==> config.mk <==
export PLATFORM = sky130hd
export DESIGN_NAME = nand_window_bridge
export DESIGN_NICKNAME = d
export VERILOG_FILES = /design/src/rtl/nwb_pkg.sv /design/src/rtl/nwb_regs.sv /design/src/rtl/nwb_seq.sv /design/src/rtl/nand_window_bridge.sv
export SDC_FILE = /design/constraint.sdc
export NUM_CORES = 1
export LEC_CHECK = 0
export ABC_AREA = 1
export BUFFER_PORTS_ARGS = -buffer_cell sky130_fd_sc_hd__buf_4
export CORE_ASPECT_RATIO = 1.5
export CORE_MARGIN = 2
export CORE_UTILIZATION = 30
export CTS_BUF_LIST = sky130_fd_sc_hd__clkbuf_16
export DETAILED_ROUTE_END_ITERATION = 6
export PLACE_DENSITY = 0.47
export SETUP_SLACK_MARGIN = 0.2
export SYNTH_ARGS = -nofsm -noshare
export SYNTH_HDL_FRONTEND = slang
export SYNTH_SLANG_ARGS = --single-unit
==> constraint.sdc <==
create_clock -name clk -period 5.9 [get_ports clk]
set_clock_uncertainty 0.05 [all_clocks]
set_input_delay 1.475 -clock clk [delete_from_list [all_inputs] [get_ports clk]]
set_output_delay 1.475 -clock clk [all_outputs]
set_load 0.03 [all_outputs]
==> src/rtl/nwb_pkg.sv <==
package nwb_pkg;

    typedef enum logic [2:0] {
        ST_IDLE,
        ST_SETUP,
        ST_STROBE,
        ST_HOLD,
        ST_RECOV,
        ST_RDACK
    } nwb_state_t;

    typedef struct packed {
        logic wp;
        logic se;
        logic cs;
        logic cle;
        logic ale;
    } nwb_lines_t;

    typedef struct packed {
        logic       setup;
        logic [1:0] wwait;
        logic [1:0] rwait;
        logic [1:0] hold;
        logic [1:0] recov;
        logic [1:0] mult;
    } nwb_timing_t;

    typedef struct packed {
        logic ce;
        logic out_cs1;
        logic rb_cs1;
        logic pol_pre;
        logic pol_wp;
        logic pol_se;
        logic pol_cs;
        logic cs_mux;
        logic nand_en;
    } nwb_ctrl_t;

    localparam logic [7:0]  OFS_WINSEL = 8'h24;
    localparam logic [7:0]  OFS_TIMING = 8'hA8;
    localparam logic [7:0]  OFS_CTRL   = 8'hB0;
    localparam logic [7:0]  OFS_STATUS = 8'hB4;
    localparam logic [31:0] TIMING_RST = 32'h0040_0295;

    function automatic nwb_timing_t word_to_timing(input logic [31:0] w);
        nwb_timing_t t;
        t.setup = w[22];
        t.wwait = w[9:8];
        t.rwait = w[7:6];
        t.hold  = w[5:4];
        t.recov = w[3:2];
        t.mult  = w[1:0];
        return t;
    endfunction

    function automatic logic [4:0] unit_cycles(input logic [1:0] m);
        case (m)
            2'd0:    return 5'd1;
            2'd1:    return 5'd4;
            2'd2:    return 5'd8;
            default: return 5'd16;
        endcase
    endfunction

endpackage

==> src/rtl/nwb_regs.sv <==
module nwb_regs
    import nwb_pkg::*;
#(
    parameter int ADDR_W  = 24,
    parameter int WIN_LSB = 12
) (
    input  logic              clk,
    input  logic              rst_n,
    input  logic              req,
    input  logic              we,
    input  logic [ADDR_W-1:0] addr,
    input  logic [31:0]       wdata,
    input  logic              done_i,
    input  logic              rb_i,
    output logic              reg_hit,
    output logic              win_hit,
    output logic [31:0]       reg_rdata,
    output nwb_ctrl_t         ctrl,
    output nwb_timing_t       tim
);
    localparam int BASE_W = ADDR_W - WIN_LSB;

    logic [BASE_W-1:0] base_q;
    logic [3:0]        mask_q;
    logic              win_en_q;
    logic [BASE_W-1:0] bit_ok;
    logic              wr_reg;
    logic              unused_wdata;

    assign unused_wdata = ^wdata;
    assign reg_hit = (addr[ADDR_W-1:8] == '0);
    assign wr_reg  = req && we && reg_hit;

    for (genvar i = WIN_LSB; i < ADDR_W; i++) begin : g_cmp
        assign bit_ok[i-WIN_LSB] = ({28'd0, mask_q} > 32'(i - WIN_LSB)) ||
                                   (addr[i] == base_q[i-WIN_LSB]);
    end

    assign win_hit = win_en_q && (&bit_ok) && !reg_hit;

    always_ff @(posedge clk or negedge rst_n) begin
        if (!rst_n) begin
            base_q   <= '0;
            mask_q   <= '0;
            win_en_q <= 1'b0;
            ctrl     <= '0;
            tim      <= word_to_timing(TIMING_RST);
        end else if (wr_reg) begin
            unique case (addr[7:0])
                OFS_WINSEL: begin
                    base_q   <= wdata[ADDR_W-1:WIN_LSB];
                    mask_q   <= wdata[7:4];
                    win_en_q <= wdata[0];
                end
                OFS_CTRL: begin
                    ctrl.nand_en <= wdata[0];
                    ctrl.cs_mux  <= wdata[1];
                    ctrl.pol_cs  <= wdata[4];
                    ctrl.pol_se  <= wdata[5];
                    ctrl.pol_wp  <= wdata[6];
                    ctrl.pol_pre <= wdata[7];
                    ctrl.rb_cs1  <= wdata[8];
                    ctrl.out_cs1 <= wdata[10];
                    ctrl.ce      <= wdata[20];
                end
                OFS_TIMING: tim <= word_to_timing(wdata);
                default: ;
            endcase
        end
    end

    always_comb begin
        reg_rdata = '0;
        unique case (addr[7:0])
            OFS_WINSEL: begin
                reg_rdata[ADDR_W-1:WIN_LSB] = base_q;
                reg_rdata[7:4]              = mask_q;
                reg_rdata[0]                = win_en_q;
            end
            OFS_CTRL: begin
                reg_rdata[0]  = ctrl.nand_en;
                reg_rdata[1]  = ctrl.cs_mux;
                reg_rdata[4]  = ctrl.pol_cs;
                reg_rdata[5]  = ctrl.pol_se;
                reg_rdata[6]  = ctrl.pol_wp;
                reg_rdata[7]  = ctrl.pol_pre;
                reg_rdata[8]  = ctrl.rb_cs1;
                reg_rdata[10] = ctrl.out_cs1;
                reg_rdata[20] = ctrl.ce;
            end
            OFS_TIMING: begin
                reg_rdata[22]  = tim.setup;
                reg_rdata[9:8] = tim.wwait;
                reg_rdata[7:6] = tim.rwait;
                reg_rdata[5:4] = tim.hold;
                reg_rdata[3:2] = tim.recov;
                reg_rdata[1:0] = tim.mult;
            end
            OFS_STATUS: begin
                reg_rdata[0] = rb_i;
                reg_rdata[3] = done_i;
            end
            default: ;
        endcase
    end

endmodule

==> src/rtl/nwb_seq.sv <==
module nwb_seq
    import nwb_pkg::*;
#(
    parameter int CNT_W = 8
) (
    input  logic        clk,
    input  logic        rst_n,
    input  logic        start,
    input  logic        start_we,
    input  nwb_lines_t  start_lines,
    input  logic [7:0]  start_byte,
    input  nwb_timing_t tim,
    input  logic [7:0]  rd_byte_i,
    output nwb_state_t  state,
    output logic        idle,
    output logic        done,
    output nwb_lines_t  lines_act,
    output logic        we_act,
    output logic        re_act,
    output logic        pre_act,
    output logic        dq_oe,
    output logic [7:0]  dq_o,
    output logic [7:0]  rd_byte
);
    nwb_state_t        nxt;
    logic [CNT_W-1:0]  cnt;
    logic              acc_we;
    nwb_lines_t        acc_lines;
    logic [7:0]        acc_byte;
    nwb_timing_t       acc_tim;
    nwb_timing_t       tsel;
    logic              wsel;
    logic              finish;
    nwb_state_t        after_strobe;
    nwb_state_t        after_hold;
    nwb_state_t        fin_state;

    function automatic logic [CNT_W-1:0] phase_len(input nwb_state_t ph,
                                                    input nwb_timing_t t,
                                                    input logic w);
        logic [CNT_W-1:0] u;
        logic [CNT_W-1:0] k;
        u = CNT_W'(unit_cycles(t.mult));
        k = CNT_W'(w ? t.wwait : t.rwait);
        if (k == '0) k = CNT_W'(1);
        case (ph)
            ST_SETUP:  return u;
            ST_STROBE: return k * u;
            ST_HOLD:   return CNT_W'(t.hold) * u;
            ST_RECOV:  return CNT_W'(t.recov) * u;
            default:   return CNT_W'(1);
        endcase
    endfunction

    assign tsel = (state == ST_IDLE) ? tim : acc_tim;
    assign wsel = (state == ST_IDLE) ? start_we : acc_we;

    assign fin_state    = acc_we ? ST_IDLE : ST_RDACK;
    assign after_hold   = (acc_tim.recov != 2'd0) ? ST_RECOV : fin_state;
    assign after_strobe = (acc_tim.hold != 2'd0) ? ST_HOLD : after_hold;

    always_comb begin
        nxt = state;
        unique case (state)
            ST_IDLE:   if (start) nxt = tim.setup ? ST_SETUP : ST_STROBE;
            ST_SETUP:  if (cnt == '0) nxt = ST_STROBE;
            ST_STROBE: if (cnt == '0) nxt = after_strobe;
            ST_HOLD:   if (cnt == '0) nxt = after_hold;
            ST_RECOV:  if (cnt == '0) nxt = fin_state;
            ST_RDACK:  nxt = ST_IDLE;
            default:   nxt = ST_IDLE;
        endcase
    end

    assign finish = (state inside {ST_SETUP, ST_STROBE, ST_HOLD, ST_RECOV}) &&
                    (nxt inside {ST_IDLE, ST_RDACK});

    always_ff @(posedge clk or negedge rst_n) begin
        if (!rst_n) begin
            state     <= ST_IDLE;
            cnt       <= '0;
            done      <= 1'b1;
            acc_we    <= 1'b0;
            acc_lines <= '0;
            acc_byte  <= '0;
            acc_tim   <= '0;
            rd_byte   <= '0;
        end else begin
            state <= nxt;
            if (nxt != state) begin
                cnt <= phase_len(nxt, tsel, wsel) - CNT_W'(1);
            end else if (cnt != '0) begin
                cnt <= cnt - CNT_W'(1);
            end
            if (state == ST_IDLE && start) begin
                acc_we    <= start_we;
                acc_lines <= start_lines;
                acc_byte  <= start_byte;
                acc_tim   <= tim;
                done      <= 1'b0;
            end else if (finish) begin
                done <= 1'b1;
            end
            if (state == ST_STROBE && cnt == '0 && !acc_we) begin
                rd_byte <= rd_byte_i;
            end
        end
    end

    always_comb begin
        idle      = (state == ST_IDLE);
        lines_act = (state inside {ST_SETUP, ST_STROBE, ST_HOLD}) ? acc_lines : '0;
        we_act    = (state == ST_STROBE) && acc_we;
        re_act    = (state == ST_STROBE) && !acc_we;
        pre_act   = (state == ST_RECOV);
        dq_oe     = we_act;
        dq_o      = acc_byte;
    end

    // checker-side strobe width measurement
    logic [CNT_W-1:0] chk_run;
    logic [CNT_W-1:0] chk_exp;
    logic [1:0]       chk_w;

    always_ff @(posedge clk or negedge rst_n) begin
        if (!rst_n)                 chk_run <= '0;
        else if (state == ST_STROBE) chk_run <= chk_run + CNT_W'(1);
        else                        chk_run <= '0;
    end

    assign chk_w   = acc_we ? acc_tim.wwait : acc_tim.rwait;
    assign chk_exp = CNT_W'((chk_w == 2'd0) ? 2'd1 : chk_w) << (acc_tim.mult == 2'd0 ? 0 : acc_tim.mult + 2'd1);

    AST_STROBE_WIDTH: assert property (@(posedge clk) disable iff (!rst_n)
        ($past(state) == ST_STROBE && state != ST_STROBE) |-> (chk_run == chk_exp));

    AST_DONE_LOW_BUSY: assert property (@(posedge clk) disable iff (!rst_n)
        (state inside {ST_SETUP, ST_STROBE, ST_HOLD, ST_RECOV}) |-> !done);

    AST_RDACK_AFTER_ACTIVE: assert property (@(posedge clk) disable iff (!rst_n)
        $rose(state == ST_RDACK) |-> ($past(state) inside {ST_STROBE, ST_HOLD, ST_RECOV}));

    AST_DONE_SET_AT_END: assert property (@(posedge clk) disable iff (!rst_n)
        (finish) |=> done);

endmodule

==> src/rtl/nand_window_bridge.sv <==
module nand_window_bridge
    import nwb_pkg::*;
#(
    parameter int ADDR_W  = 24,
    parameter int WIN_LSB = 12,
    parameter int CNT_W   = 8
) (
    input  logic              clk,
    input  logic              rst_n,
    input  logic              cpu_req,
    input  logic              cpu_we,
    input  logic [ADDR_W-1:0] cpu_addr,
    input  logic [31:0]       cpu_wdata,
    output logic              cpu_ack,
    output logic [31:0]       cpu_rdata,
    output logic              nf_ale,
    output logic              nf_cle,
    output logic [1:0]        nf_cs,
    output logic              nf_se,
    output logic              nf_wp,
    output logic              nf_pre,
    output logic              nf_we_n,
    output logic              nf_re_n,
    output logic [7:0]        nf_dq_o,
    output logic              nf_dq_oe,
    input  logic [7:0]        nf_dq_i,
    input  logic [1:0]        nf_rb
);
    nwb_ctrl_t   ctrl;
    nwb_timing_t tim;
    nwb_state_t  state;
    nwb_lines_t  start_lines;
    nwb_lines_t  lines_act;
    logic        reg_hit, win_hit, win_acc, start;
    logic        seq_idle, seq_done, rd_ack;
    logic        we_act, re_act, pre_act, cs_act;
    logic [31:0] reg_rdata;
    logic [7:0]  rd_byte;
    logic        rb_sel;

    assign rb_sel = ctrl.rb_cs1 ? nf_rb[1] : nf_rb[0];

    nwb_regs #(.ADDR_W(ADDR_W), .WIN_LSB(WIN_LSB)) u_regs (
        .clk(clk), .rst_n(rst_n), .req(cpu_req), .we(cpu_we), .addr(cpu_addr),
        .wdata(cpu_wdata), .done_i(seq_done), .rb_i(rb_sel),
        .reg_hit(reg_hit), .win_hit(win_hit), .reg_rdata(reg_rdata),
        .ctrl(ctrl), .tim(tim)
    );

    assign win_acc = cpu_req && win_hit && ctrl.nand_en;
    assign start   = win_acc && seq_idle;
    assign rd_ack  = (state == ST_RDACK);

    always_comb begin
        start_lines.ale = cpu_addr[2];
        start_lines.cle = cpu_addr[3];
        start_lines.cs  = cpu_addr[4] || !ctrl.cs_mux;
        start_lines.se  = cpu_addr[5];
        start_lines.wp  = cpu_addr[6];
    end

    nwb_seq #(.CNT_W(CNT_W)) u_seq (
        .clk(clk), .rst_n(rst_n), .start(start), .start_we(cpu_we),
        .start_lines(start_lines), .start_byte(cpu_wdata[7:0]), .tim(tim),
        .rd_byte_i(nf_dq_i), .state(state), .idle(seq_idle), .done(seq_done),
        .lines_act(lines_act), .we_act(we_act), .re_act(re_act), .pre_act(pre_act),
        .dq_oe(nf_dq_oe), .dq_o(nf_dq_o), .rd_byte(rd_byte)
    );

    always_comb begin
        cpu_ack = rd_ack || (cpu_req && (!win_acc || (cpu_we && seq_idle)));
        if (reg_hit)     cpu_rdata = reg_rdata;
        else if (rd_ack) cpu_rdata = {24'd0, rd_byte};
        else             cpu_rdata = '0;
    end

    assign cs_act   = lines_act.cs && ctrl.ce;
    assign nf_ale   = lines_act.ale;
    assign nf_cle   = lines_act.cle;
    assign nf_cs[0] = (cs_act && !ctrl.out_cs1) ^ ctrl.pol_cs;
    assign nf_cs[1] = (cs_act && ctrl.out_cs1) ^ ctrl.pol_cs;
    assign nf_se    = lines_act.se ^ ctrl.pol_se;
    assign nf_wp    = lines_act.wp ^ ctrl.pol_wp;
    assign nf_pre   = pre_act ^ ctrl.pol_pre;
    assign nf_we_n  = !we_act;
    assign nf_re_n  = !re_act;

    AST_MISS_NO_START: assert property (@(posedge clk) disable iff (!rst_n)
        (cpu_req && !reg_hit && !(win_hit && ctrl.nand_en) && seq_idle) |=> seq_idle);

    AST_REG_ACK_NOW: assert property (@(posedge clk) disable iff (!rst_n)
        (cpu_req && reg_hit) |-> cpu_ack);

    AST_CE_GATES_CS: assert property (@(posedge clk) disable iff (!rst_n)
        !ctrl.ce |-> (nf_cs == {2{ctrl.pol_cs}}));

    AST_OE_ONLY_WRITE: assert property (@(posedge clk) disable iff (!rst_n)
        nf_dq_oe |-> (nf_re_n && !nf_we_n));

endmodule

==> results.md <==
- The run finished with clean final reports.
- The sequential-to-total area share from yosys stat is 0.386.
- The highest achievable clock rate is 0.209 GHz.
- Buffers inserted to repair hold after CTS numbered 0.
- The via count of the first global-routing pass is 4,818.
- The layout overhead on the synthesized area is 23.2%.
- Clock-pin slew was measured on the worst setup and hold paths at 0.07 ns.
- Once layout is complete, the utilization of the core stands at 0.376.
- The x dimension of the die is 112 um.
- The number of cell rows is 59.
- The die covers 0.0187 mm2.
- In the final routed layout, each cell accounts on average for 15.3 um.
- The completed layout was analyzed and its total power is 1.20 mW.
- The cell sitting at the root of the clock tree is a sky130_fd_sc_hd__clkbuf_16.
- Counting flops with an async set or reset pin after synthesis yields a share of 1.00.
- The routed layout has 4,734 vias.
- In the global route stage, overall resource usage came out at 0.167.
- The final critical path time including I/O delays and setup is 4.78 ns.
- At the worst endpoint, the required time is 4.38 ns.
- The area of the mapped netlist is 0.00528 mm2.
- The min-delay analysis places its worst path in the category flop to flop.
- In the layout the commonest cells are sky130_fd_sc_hd__nand2_1, sky130_fd_sc_hd__buf_4, sky130_fd_sc_hd__nor2_1.
- VDD sags by at most 124 uV.
- After the first detailed-routing iteration, the DRC count stood at 223.
- For this design the static power due to leakage is 3.27 nW.
- Clock tree synthesis inserted a total of 9 buffers.
- Gates resized during post-CTS repair numbered 0.
- The TritonCTS clock tree is built.
- After detailed placement, the design holds a cell count of 989.
- Measured along the y axis, the die boundary spans 166 um.
- Summed over all layers, the global routing overflow is 0.
- The number of filler instances in the final layout is 1,899.
- The critical path is of the input port to primary output type.
- The flip-flop and latch count after synthesis is 81.
- The number of antenna diodes is 0.
- Counting every instance in the synthesized netlist gives 688.
- The count of nets left with antenna violations after detail routing is 0.
- In the final design database the tool counted 871 nets.
- The number of warnings printed during yosys synthesis is 0.
- The number of buffers added on ports is 102.
- The final hold slack is 0.442 ns.
- In the final layout, flip-flops and latches occupy 0.00204 mm2.
- The per-cell via count in the routed design is 4.71.
- The count of maximum capacitance violations is 0.
- Buffers added to address setup during post-CTS repair amount to 0.
- No sink is reached through more buffers than the 2 on the longest clock path.
- Routability-driven placement finished with a final weighted congestion of 0.864.
- The insertion delay to the later sink of the worst-skew pair is 0.35 ns.
- The post-layout instance area is 0.00650 mm2.
- The H-tree generated during clock tree synthesis spans 3 levels.
- Timing analysis after detailed placement gives a worst setup slack of 1.12 ns.
- The initial utilization of the core area, before any placement, comes to 0.305.
- The critical path arrival is 3.26 ns.
- Setup repair after global routing left no endpoint under its margin.
- The launching element type of the critical path is an input port.
- The I/O pin count is 121.
- The post-layout instance count excluding filler cells is 1,005.
- Among all flip-flop cells after synthesis, the most frequent one is sky130_fd_sc_hd__dfrtp_1.
- The worst pin sits at a relative slew slack of 0.291.
- Of the cells placed in the final design, the portion with a size suffix greater than 1 is 0.249.
- The synthesized design contains 0 enable-type register cells.
- The initial antenna violation count is 0.
- The routed design has 15,400 um of wire.
- Of the available clock period, the critical path in the final layout requires 0.811.
- Summed over all nets, the half-perimeter wirelength after detailed placement is 12,100 um.
- Setup violations remaining at the end of the flow were counted as 0.
- The largest net degree at the start of global routing is 47.
- The pre-antenna-repair detailed-routing pass consisted of 5 iterations.
- In this run the cell area measured after placement is 0.00621 mm2.
- The worst-path maximum fanout is 18.
- The number of design rule violations left after detail routing is 0.
- The number of clock sinks seen by CTS is 81.
- After floorplanning, the core was sized to cover 0.0173 mm2.
- The global-route wire length before repair is 24,700 um.
- The worst path setup slack after routing is 1.12 ns.
- After synthesis, the netlist uses 52 different library cells.
- The count of final hold-check violations is 0.
- The measured slew at the worst slew-check pin is 1.06 ns.
- The kind of end point of the critical path is a primary output.
- For the final routed database, the setup TNS stands at 0 ns.
- The synthesized area divided by synthesized cell count is 7.67 um2.
- The power per standard cell area is 185 mW/mm2.
- Leaving out fill and tap cells, the most frequent cell in the layout is sky130_fd_sc_hd__nand2_1.
- The multi-input combinational cells in the finished layout cover a total of 0.00273 mm2.
- The final number of max-transition violations is 0.
-- power by group --
group	internal, mW	leakage (nW)	total [mW]	switching [mW]
registers	0.558	1.03	0.560	0.00194
clock network	0.299	0.143	0.565	0.266
logic	0.0347	2.09	0.0781	0.0434
-- state kept, by name, indices dropped and copies added, names as in the netlist, 5 cells and up --
signal / cells
u_seq.cnt: 8
u_seq.rd_byte: 8
u_seq.acc_lines: 5
u_seq.dq_o: 8
u_regs.base_q: 12
u_seq.acc_tim: 10
u_regs.tim: 11
u_regs.ctrl: 9
-- routing by layer --
metal	share of wire	track usage	vias up
li1	-	-	2384
met1	0.39	0.189	2213
met2	0.53	0.306	108
met3	0.039	0.0284	29
met4	0.034	0.0663	0
met5	0	0	-
-- critical path, stage by stage --
cell and delay [ns]:
sky130_fd_sc_hd__buf_4 0.12, sky130_fd_sc_hd__nor2_1 0.09, sky130_fd_sc_hd__nand2_1 0.06, sky130_fd_sc_hd__nor2_1 0.14, sky130_fd_sc_hd__nand2_2 0.25, sky130_fd_sc_hd__nor2_1 0.43, sky130_fd_sc_hd__inv_1 0.19, sky130_fd_sc_hd__o211ai_1 0.27
sky130_fd_sc_hd__buf_4 0.22
-- cells by family (layout without fill, tap and decap cells) --
kind of cell / count (synthesis) / count (layout) / synth area share
other cells: 1 / 9 / 0.000711
simple gates: 322 / 322 / 0.272
compound gates: 99 / 99 / 0.115
mux: 29 / 29 / 0.0617
buf+inv: 127 / 223 / 0.103
xor+xnor: 15 / 15 / 0.0249
fa+ha+maj: 14 / 14 / 0.0375
flops: 81 / 81 / 0.386
-- cell type report --
| cell class | count | area share |
|---|---|---|
| inverters | 101 | 0.0583 |
| well taps | 213 | 0.0410 |
| repair buffers | 106 | 0.122 |
| clock inverters | 7 | 0.0104 |
| multi-input cells | 488 | 0.420 |
| flip-flops and latches | 81 | 0.313 |
| clock buffers | 9 | 0.0346 |
-- worst paths after layout --
| kind | startpoint | endpoint | slack, ns | depth (start not counted) |
|---|---|---|---|---|
| worst max-delay path | cpu_addr[22] | cpu_rdata[3] | 1.12 | 9 |
| worst min-delay path | u_seq.done | u_seq.done | 0.44 | 2 |
| worst max register to register | u_seq.state[0] | u_seq.cnt[7] | 1.48 | 20 |
| worst min register to register | u_seq.done | u_seq.done | 0.44 | 2 |
| max in group asynchronous | rst_n | u_seq.cnt[7] | 3.74 | 2 |
| min in group asynchronous | rst_n | u_seq.acc_lines[1] | 1.03 | 1 |
-- cell usage after synthesis, types with 8 or more instances --
cell type / number / area share
sky130_fd_sc_hd__nand2_1: 148 / 0.11
sky130_fd_sc_hd__nor2_1: 95 / 0.068
sky130_fd_sc_hd__inv_1: 91 / 0.065
sky130_fd_sc_hd__dfrtp_1: 74 / 0.35
sky130_fd_sc_hd__o21ai_0: 51 / 0.048
sky130_fd_sc_hd__nand3_1: 38 / 0.036
sky130_fd_sc_hd__mux2_2: 28 / 0.060
sky130_fd_sc_hd__clkbuf_1: 11 / 0.0078
sky130_fd_sc_hd__ha_1: 11 / 0.026
sky130_fd_sc_hd__buf_4: 10 / 0.014
sky130_fd_sc_hd__inv_2: 10 / 0.0071
sky130_fd_sc_hd__a21oi_1: 9 / 0.0085
sky130_fd_sc_hd__nand4_1: 9 / 0.011
sky130_fd_sc_hd__o21a_1: 8 / 0.011
sky130_fd_sc_hd__xnor2_1: 8 / 0.013
No activity file was read; power rests on OpenSTA's default activity.
